--- src/rtl/hv_irq_timer.sv ---
module hv_irq_timer #(
  parameter int HW         = 11,
  parameter int VW         = 9,
  parameter int CW         = 8,
  parameter int PW         = 9,
  parameter int DOT_CYCLES = 4,
  parameter int LIN_LINE   = 2048,
  parameter int LIN_FRAME  = 512
) (
  input  logic          clk,
  input  logic          rst_n,
  input  logic          upd_valid,
  input  logic [CW-1:0] upd_cycles,
  input  logic          linear_mode,
  input  logic          h_en,
  input  logic          v_en,
  input  logic [PW-1:0] h_pos,
  input  logic [VW-1:0] v_pos,
  input  logic [HW-1:0] line_len,
  input  logic [VW-1:0] frame_lines,
  input  logic          irq_enable,
  input  logic          irq_ack,
  input  logic          status_clr,
  output logic [HW-1:0] h_count,
  output logic [VW-1:0] v_count,
  output logic          timer_event,
  output logic          timer_status,
  output logic          irq_pending
);
  localparam int SW = HW + PW + 4;

  logic [HW-1:0] h_q;
  logic [VW-1:0] v_q;
  logic          last_q, ev_q, st_q, pd_q;

  logic signed [SW-1:0] h_lim, h_sum, h_cur, h_prv, cmp_pt;
  logic [VW:0]          v_lim, v_inc;
  logic [VW-1:0]        v_nxt;
  logic                 wrap, h_hit, v_hit, cond, fire;

  assign h_lim  = linear_mode ? SW'(LIN_LINE) : SW'(line_len);
  assign v_lim  = linear_mode ? (VW+1)'(LIN_FRAME) : (VW+1)'(frame_lines);
  assign h_sum  = SW'(h_q) + SW'(upd_cycles);
  assign wrap   = h_sum >= h_lim;
  assign h_cur  = wrap ? h_sum - h_lim : h_sum;
  assign h_prv  = wrap ? SW'(h_q) - h_lim : SW'(h_q);
  assign v_inc  = (VW+1)'(v_q) + (VW+1)'(1);
  assign v_nxt  = !wrap ? v_q : (v_inc >= v_lim ? '0 : v_inc[VW-1:0]);
  assign cmp_pt = SW'(h_pos) * SW'(DOT_CYCLES);

  assign h_hit = (h_prv < cmp_pt) && (h_cur >= cmp_pt);
  assign v_hit = v_nxt == v_pos;
  assign cond  = (h_en || v_en) && (h_hit || !h_en) && (v_hit || !v_en);
  assign fire  = upd_valid && cond && !last_q;

  always_ff @(posedge clk) begin
    if (!rst_n) begin
      h_q    <= '0;
      v_q    <= '0;
      last_q <= 1'b0;
      ev_q   <= 1'b0;
      st_q   <= 1'b0;
      pd_q   <= 1'b0;
    end else begin
      ev_q <= fire;
      if (upd_valid) begin
        h_q    <= h_cur[HW-1:0];
        v_q    <= v_nxt;
        last_q <= cond;
      end
      if (fire)            st_q <= 1'b1;
      else if (status_clr) st_q <= 1'b0;
      if (fire && irq_enable) pd_q <= 1'b1;
      else if (irq_ack)       pd_q <= 1'b0;
    end
  end

  assign h_count      = h_q;
  assign v_count      = v_q;
  assign timer_event  = ev_q;
  assign timer_status = st_q;
  assign irq_pending  = pd_q;
endmodule


--- config.mk ---
export PLATFORM = sky130hd
export DESIGN_NAME = hv_irq_timer
export DESIGN_NICKNAME = d
export VERILOG_FILES = /design/src/rtl/hv_irq_timer.sv
export SDC_FILE = /design/constraint.sdc
export NUM_CORES = 1
export LEC_CHECK = 0
export BUFFER_PORTS_ARGS = -buffer_cell sky130_fd_sc_hd__buf_2
export CORE_ASPECT_RATIO = 0.9
export CORE_MARGIN = 2
export CORE_UTILIZATION = 23
export CTS_CLUSTER_DIAMETER = 100
export DETAILED_ROUTE_END_ITERATION = 8
export RECOVER_POWER = 100
export SETUP_SLACK_MARGIN = 0.02
export SKIP_LAST_GASP = 1
export SYNTH_ARGS = -nofsm -noshare
export SYNTH_HDL_FRONTEND = slang
export SYNTH_SLANG_ARGS = --single-unit
--- constraint.sdc ---
create_clock -name clk -period 14.75 [get_ports clk]
set_input_delay 3.6875 -clock clk [delete_from_list [all_inputs] [get_ports clk]]
set_output_delay 3.6875 -clock clk [all_outputs]
set_load 0.1 [all_outputs]
# Word-level counts from Yosys, hierarchy flattened
# Cells that the tools add are included.
[word_totals]
regBits = 24
input_bits = 55
elab_cells = 39
[classes]
n_addsub = 4
n_lt_le_gt_ge = 4
eq_ne = 1
muxes = 10
n_reduce_logical = 14
[op_table]
columns = ["cell", "n"]
rows = [
  ["$mux W24", 2],
  ["$ge A24 B12 Y1", 1],
  ["$lt A24 B12 Y1", 1],
  ["$mux W9", 2],
  ["$sub A11 B12 Y13", 1],
  ["$sub A12 B12 Y13", 1],
  ["$add A11 B8 Y12", 1],
  ["$ge A12 B12 Y1", 1],
  ["$mux W12", 1],
  ["$add A9 B1 Y10 const B", 1],
  ["$ge A10 B10 Y1", 1],
  ["$mux W10", 1],
  ["$eq A9 B9 Y1", 1],
  ["$logic_and A1 B1 Y1", 6],
  ["$mux W1", 4],
  ["$reduce_bool A2 Y1", 2],
  ["$logic_not A1 Y1", 3],
  ["$logic_or A1 B1 Y1", 3],
]

# Longest topological paths before layout
[depth]
word_depth = 12
ltp_mapped = 30
depth_no_buf = 28

# Worst setup path after synthesis
# No wires, ideal clock.
[synth_path]
kind = "input to register"
startpoint = "input port upd_cycles[0]"
endpoint = "register last_q"
arrival_time_ns = 8.718
setup_slack_ns = 5.955
cell_stages = 29
n_path_buf = 3
path_cell_list = "ha_1 inv_1 fa_1 nor2b_1 o21ai_0 a21boi_0 o21ai_0 a21oi_1 o211ai_1 xnor2_1 ha_1 nand4_1 or2_1 a2111oi_4 nor3_4 buf_6 clkbuf_1 clkbuf_1 nand2_1 o31ai_1 ha_1 a21o_1 a21o_1 a221oi_1 o21ai_0 o2bb2ai_1 a41o_1 nand3_1 o22ai_1"
[synth_between]
elab_chain_len = 8
[synth_lines]
columns = ["element", "line_no", "source"]
rows = [
  ["from (decl)", "13", "input logic [CW-1:0] upd_cycles,"],
  ["$add A11 B8 Y12 *", "43", "assign h_sum = SW'(h_q) + SW'(upd_cycles);"],
  ["$sub A12 B12 Y13 or $ge A12 B12 Y1 (tied branches)", "45, 44", ""],
  ["$mux W24, on equally long branches", "45, 46", ""],
  ["$ge A24 B12 Y1 or $lt A24 B12 Y1 (tied branches)", "51", "assign h_hit = (h_prv < cmp_pt) && (h_cur >= cmp_pt);"],
  ["$logic_and A1 B1 Y1", "51", ""],
  ["$logic_or A1 B1 Y1", "53", "assign cond = (h_en || v_en) && (h_hit || !h_en) && (v_hit || !v_en);"],
  ["$logic_and A1 B1 Y1", "53", ""],
  ["$logic_and A1 B1 Y1 *", "53", ""],
  ["to (signal assigned)", "69", "last_q <= cond;"],
  ["to (decl)", "34", "logic last_q, ev_q, st_q, pd_q;"],
]
# Mark *: on every way between the ends. The rest lies on a longest branch, timed or not.
# A chain may end at the register's enable or synchronous reset.

# Worst setup path after layout
[layout_path]
startpoint = "input port upd_cycles[0]"
endpoint = "register st_q (netlist: timer_status)"
[layout_between]
elab_chain_len = 11
[layout_lines]
columns = ["element", "line_no", "source"]
rows = [
  ["$add A11 B8 Y12 *", "43", ""],
  ["$sub A12 B12 Y13 or $ge A12 B12 Y1 (tied branches)", "45, 44", ""],
  ["$mux W24 *", "45", "assign h_cur = wrap ? h_sum - h_lim : h_sum;"],
  ["net h_cur[4]", "36", "logic signed [SW-1:0] h_lim, h_sum, h_cur, h_prv, cmp_pt;"],
  ["$ge A24 B12 Y1 *", "51", ""],
  ["$logic_and A1 B1 Y1 *", "51", ""],
  ["$logic_or A1 B1 Y1 *", "53", ""],
  ["$logic_and A1 B1 Y1 * (2 in series)", "53", ""],
  ["$logic_and A1 B1 Y1 * (2 in series)", "54", "assign fire = upd_valid && cond && !last_q;"],
  ["$mux W1 or $reduce_bool A2 Y1 (tied branches)", "--", ""],
  ["to (signal assigned)", "62", "st_q <= 1'b0;"],
  ["to (signal assigned)", "71", "if (fire) st_q <= 1'b1;"],
  ["to (signal assigned)", "72", "else if (status_clr) st_q <= 1'b0;"],
  ["to (decl)", "34", ""],
]
# The timed path passes the listed nets; every way through them passes the cells marked *.

==> impl_metrics.json <==
{
  "ant_nets": 0,
  "reg2regPathDepth": 28,
  "clkTransAtPathRegs_ns": 0.08,
  "crit_family": "compound AO/OA/AOI/OAI gates",
  "ctsHoldBuffers": 0,
  "slowest_stage": "clkbuf_1",
  "die_h_microns": 122,
  "min-delay-start": "last_q",
  "grt_pass1_vias": 3371,
  "regToRegStartpoint": "h_count[0]",
  "detail_route.first_pass.iterations": 5,
  "crit_arrival_ns": 10.25,
  "diodes": 0,
  "io_buffers": 77,
  "fp-row-count": 43,
  "max_cap_violations": 0,
  "antenna_found_initial": 0,
  "yosysSeqAreaShare_pct": 13.5,
  "hold_viol_final": 0,
  "synth_edf_count": 0,
  "cts_resized": 0,
  "nNetsFinal": 661,
  "ys.flop_type": "dfxtp_1",
  "path_buf_inv": 3,
  "initial_core_util_pct": 23.3,
  "synth_area_sq_um": 3550,
  "final_layout_size_suffix_gt1_share_pct": 13.0,
  "worstSetupPathDepth": 29,
  "timing.final.crit_share_pct": 68.5,
  "cts.sinks": 24,
  "slowest_delay_ns": 0.95,
  "post_cts_buffers": 0,
  "peakVddDrop_mv": 0.0573,
  "most-common-layout-cells": "59 x nand2_1, 58 x nor2_1, 58 x ha_1, 54 x buf_2, 31 x o21ai_0",
  "holdPathEnd": "last_q",
  "setup_viol": 0,
  "drtIter0Drc": 225,
  "synth_seq_cells": 24,
  "syn-instance-count": 472,
  "tns_ns": 0,
  "end_kind": "flip-flop",
  "fmax_mhz": 99.0,
  "crit_top_cell": "o21ai_0",
  "fin_crit_ns": 10.10,
  "grt_first_pass_wirelength_microns": 17500,
  "async_reset_ff_share_pct": 0,
  "rrSetupSlack_ns": 7.68,
  "maxSlewViolCount": 0,
  "grt_overflow": 0,
  "r2r_end": "timer_status",
  "relSlewSlack_pct": 20.3,
  "synth_fp_nets": 587,
  "num_vias": 3552,
  "powerDensity_nw_per_um2": 169,
  "die_w_microns": 135,
  "syn-mean-instance-area_sq_um": 7.51,
  "crit_path_start_kind": "input port",
  "gp_congestion": 0.894,
  "die_area_sq_um": 16400,
  "cp_data_required_time_ns": 14.90,
  "area_delta_synth_final_pct": 17.9,
  "crit_type": "in -> reg",
  "post-dp-hpwl_microns": 8720,
  "power_leakage_nw": 1.86,
  "grt_max_degree": 25,
  "routedWlPerCell_microns": 14.4,
  "yosysWarnings": 0,
  "routed_wl_microns": 10700,
  "crit_path_max_fanout": 24,
  "h-tree-depth": 1,
  "status": "completed",
  "hold_class": "reg -> reg",
  "min_delay_path_depth": 2,
  "power.total_uw": 706,
  "worst_pin_slew_ns": 1.20,
  "drc": 0,
  "cts_made_buffers": 3,
  "core_sq_um": 15200,
  "final_common_cell": "nand2_1",
  "cts_tree": "yes",
  "clk_latency_ns": 0.27,
  "clockRootBuffer": "clkbuf_16",
  "avgViaCountPerCell": 4.76,
  "track_usage_pct": 13.4,
  "cts.path.max_buffers": 2,
  "io_pins": 78,
  "ys_types": 61,
  "rsz0062_at_grt": "no",
  "worst_clock_skew_ns": 0.00884
}
layer usage:
layer / routed length (microns) / global-route usage, % / up-vias
met5: 0 / 0 / -
met4: 146 / 3.09 / 0
met3: 441 / 1.37 / 10
met2: 4720 / 21.3 / 82
met1: 5430 / 19.4 / 1609
li1: - / - / 1851
worst reg2reg max path: cells and delay by family (launching register included):
| kind | cells | cell delay [ns] |
|---|---|---|
| buffers and inverters | 2 | 1.00 |
| and+or+nand+nor | 6 | 1.50 |
| xor gates and xnor gates | 1 | 0.17 |
| adders and majority gates | 4 | 1.32 |
| AOI/OAI and AO/OA | 15 | 2.52 |
| DFF | 1 | 0.42 |
where the power goes:
part | internal (mW) | total, mW | leakage [nW] | switching [mW]
Combinational | 0.194 | 0.531 | 1.61 | 0.337
Sequential | 0.0751 | 0.0922 | 0.196 | 0.0171
Clock | 0.0542 | 0.0834 | 0.0511 | 0.0293
Total | 0.323 | 0.706 | 1.86 | 0.383
stage by stage:
step / instance area (sq um) / instances / setup slack [ns] / hold slack [ns] / utilization (%)
2_1_floorplan: 3550 / 472 / 5.96 / 0.446 / -
3_3_place_gp: 4140 / 743 / 5.43 / 0.463 / 27.2
3_5_place_dp: 4140 / 743 / 5.41 / 0.467 / 27.2
4_1_cts: 4250 / 747 / 5.67 / 0.482 / 27.9
5_1_grt: 4180 / 747 / 3.83 / 0.503 / 27.4
6_report: 4180 / 747 / 4.65 / 0.481 / 27.4
flip-flops by register name, summed over array words and instances (netlist names):
signal        count
timer_status      1
last_q            1
v_count           9
timer_event       1
h_count          11
irq_pending       1
how the worst max path moves through the flow:
stage / from / slack (ns) / endpoint
3_3_place_gp: upd_cycles[0] / 5.43 / timer_status
5_1_grt: upd_cycles[0] / 3.83 / irq_pending
6_report: upd_cycles[0] / 4.65 / timer_status
3_5_place_dp: upd_cycles[0] / 5.41 / timer_status
4_1_cts: upd_cycles[0] / 5.67 / timer_status
2_1_floorplan: upd_cycles[0] / 5.96 / last_q
logic make-up (layout without fill, tap and decap cells):
kind of cell | Yosys count | in the layout | share of synthesized area (%)
simple gates | 177 | 177 | 23.6
compound gates | 136 | 136 | 26.6
fa+ha+maj | 60 | 60 | 21.6
xor+xnor | 35 | 35 | 8.64
buf+inv | 33 | 106 | 3.95
flops | 24 | 24 | 13.5
mux | 7 | 7 | 2.08
layout make-up:
cell class	count	area, sq um
fill	1679	11000
sequential	24	480
tap	202	253
clock inverter	1	30.0
clock buffer	3	75.1
timing repair buffer	78	360
multi-input combinational	415	2890
inverter	24	90.1
cells in the mapped netlist (3+ instances only):
library cell	count	area, sq um
a211oi_1	5	37.5
a21boi_0	3	22.5
a21o_1	11	82.6
a21oi_1	30	150
a22oi_1	10	75.1
and3_1	5	31.3
clkbuf_1	6	22.5
clkinv_1	3	11.3
dfxtp_1	24	480
ha_1	58	726
inv_1	21	78.8
mux2_2	3	33.8
mux2i_1	4	40.0
nand2_1	59	221
nand2b_1	4	25.0
nand3_1	10	50.1
nand3b_1	4	30.0
nand4_1	3	18.8
nor2_1	58	218
nor2b_1	12	75.1
nor3_1	8	40.0
o211ai_1	4	30.0
o21a_1	8	60.1
o21ai_0	28	140
o21ai_1	4	20.0
o31ai_1	7	52.6
xnor2_1	23	201
xor2_1	12	105
Note: power is estimated with default switching activity, not from simulation.
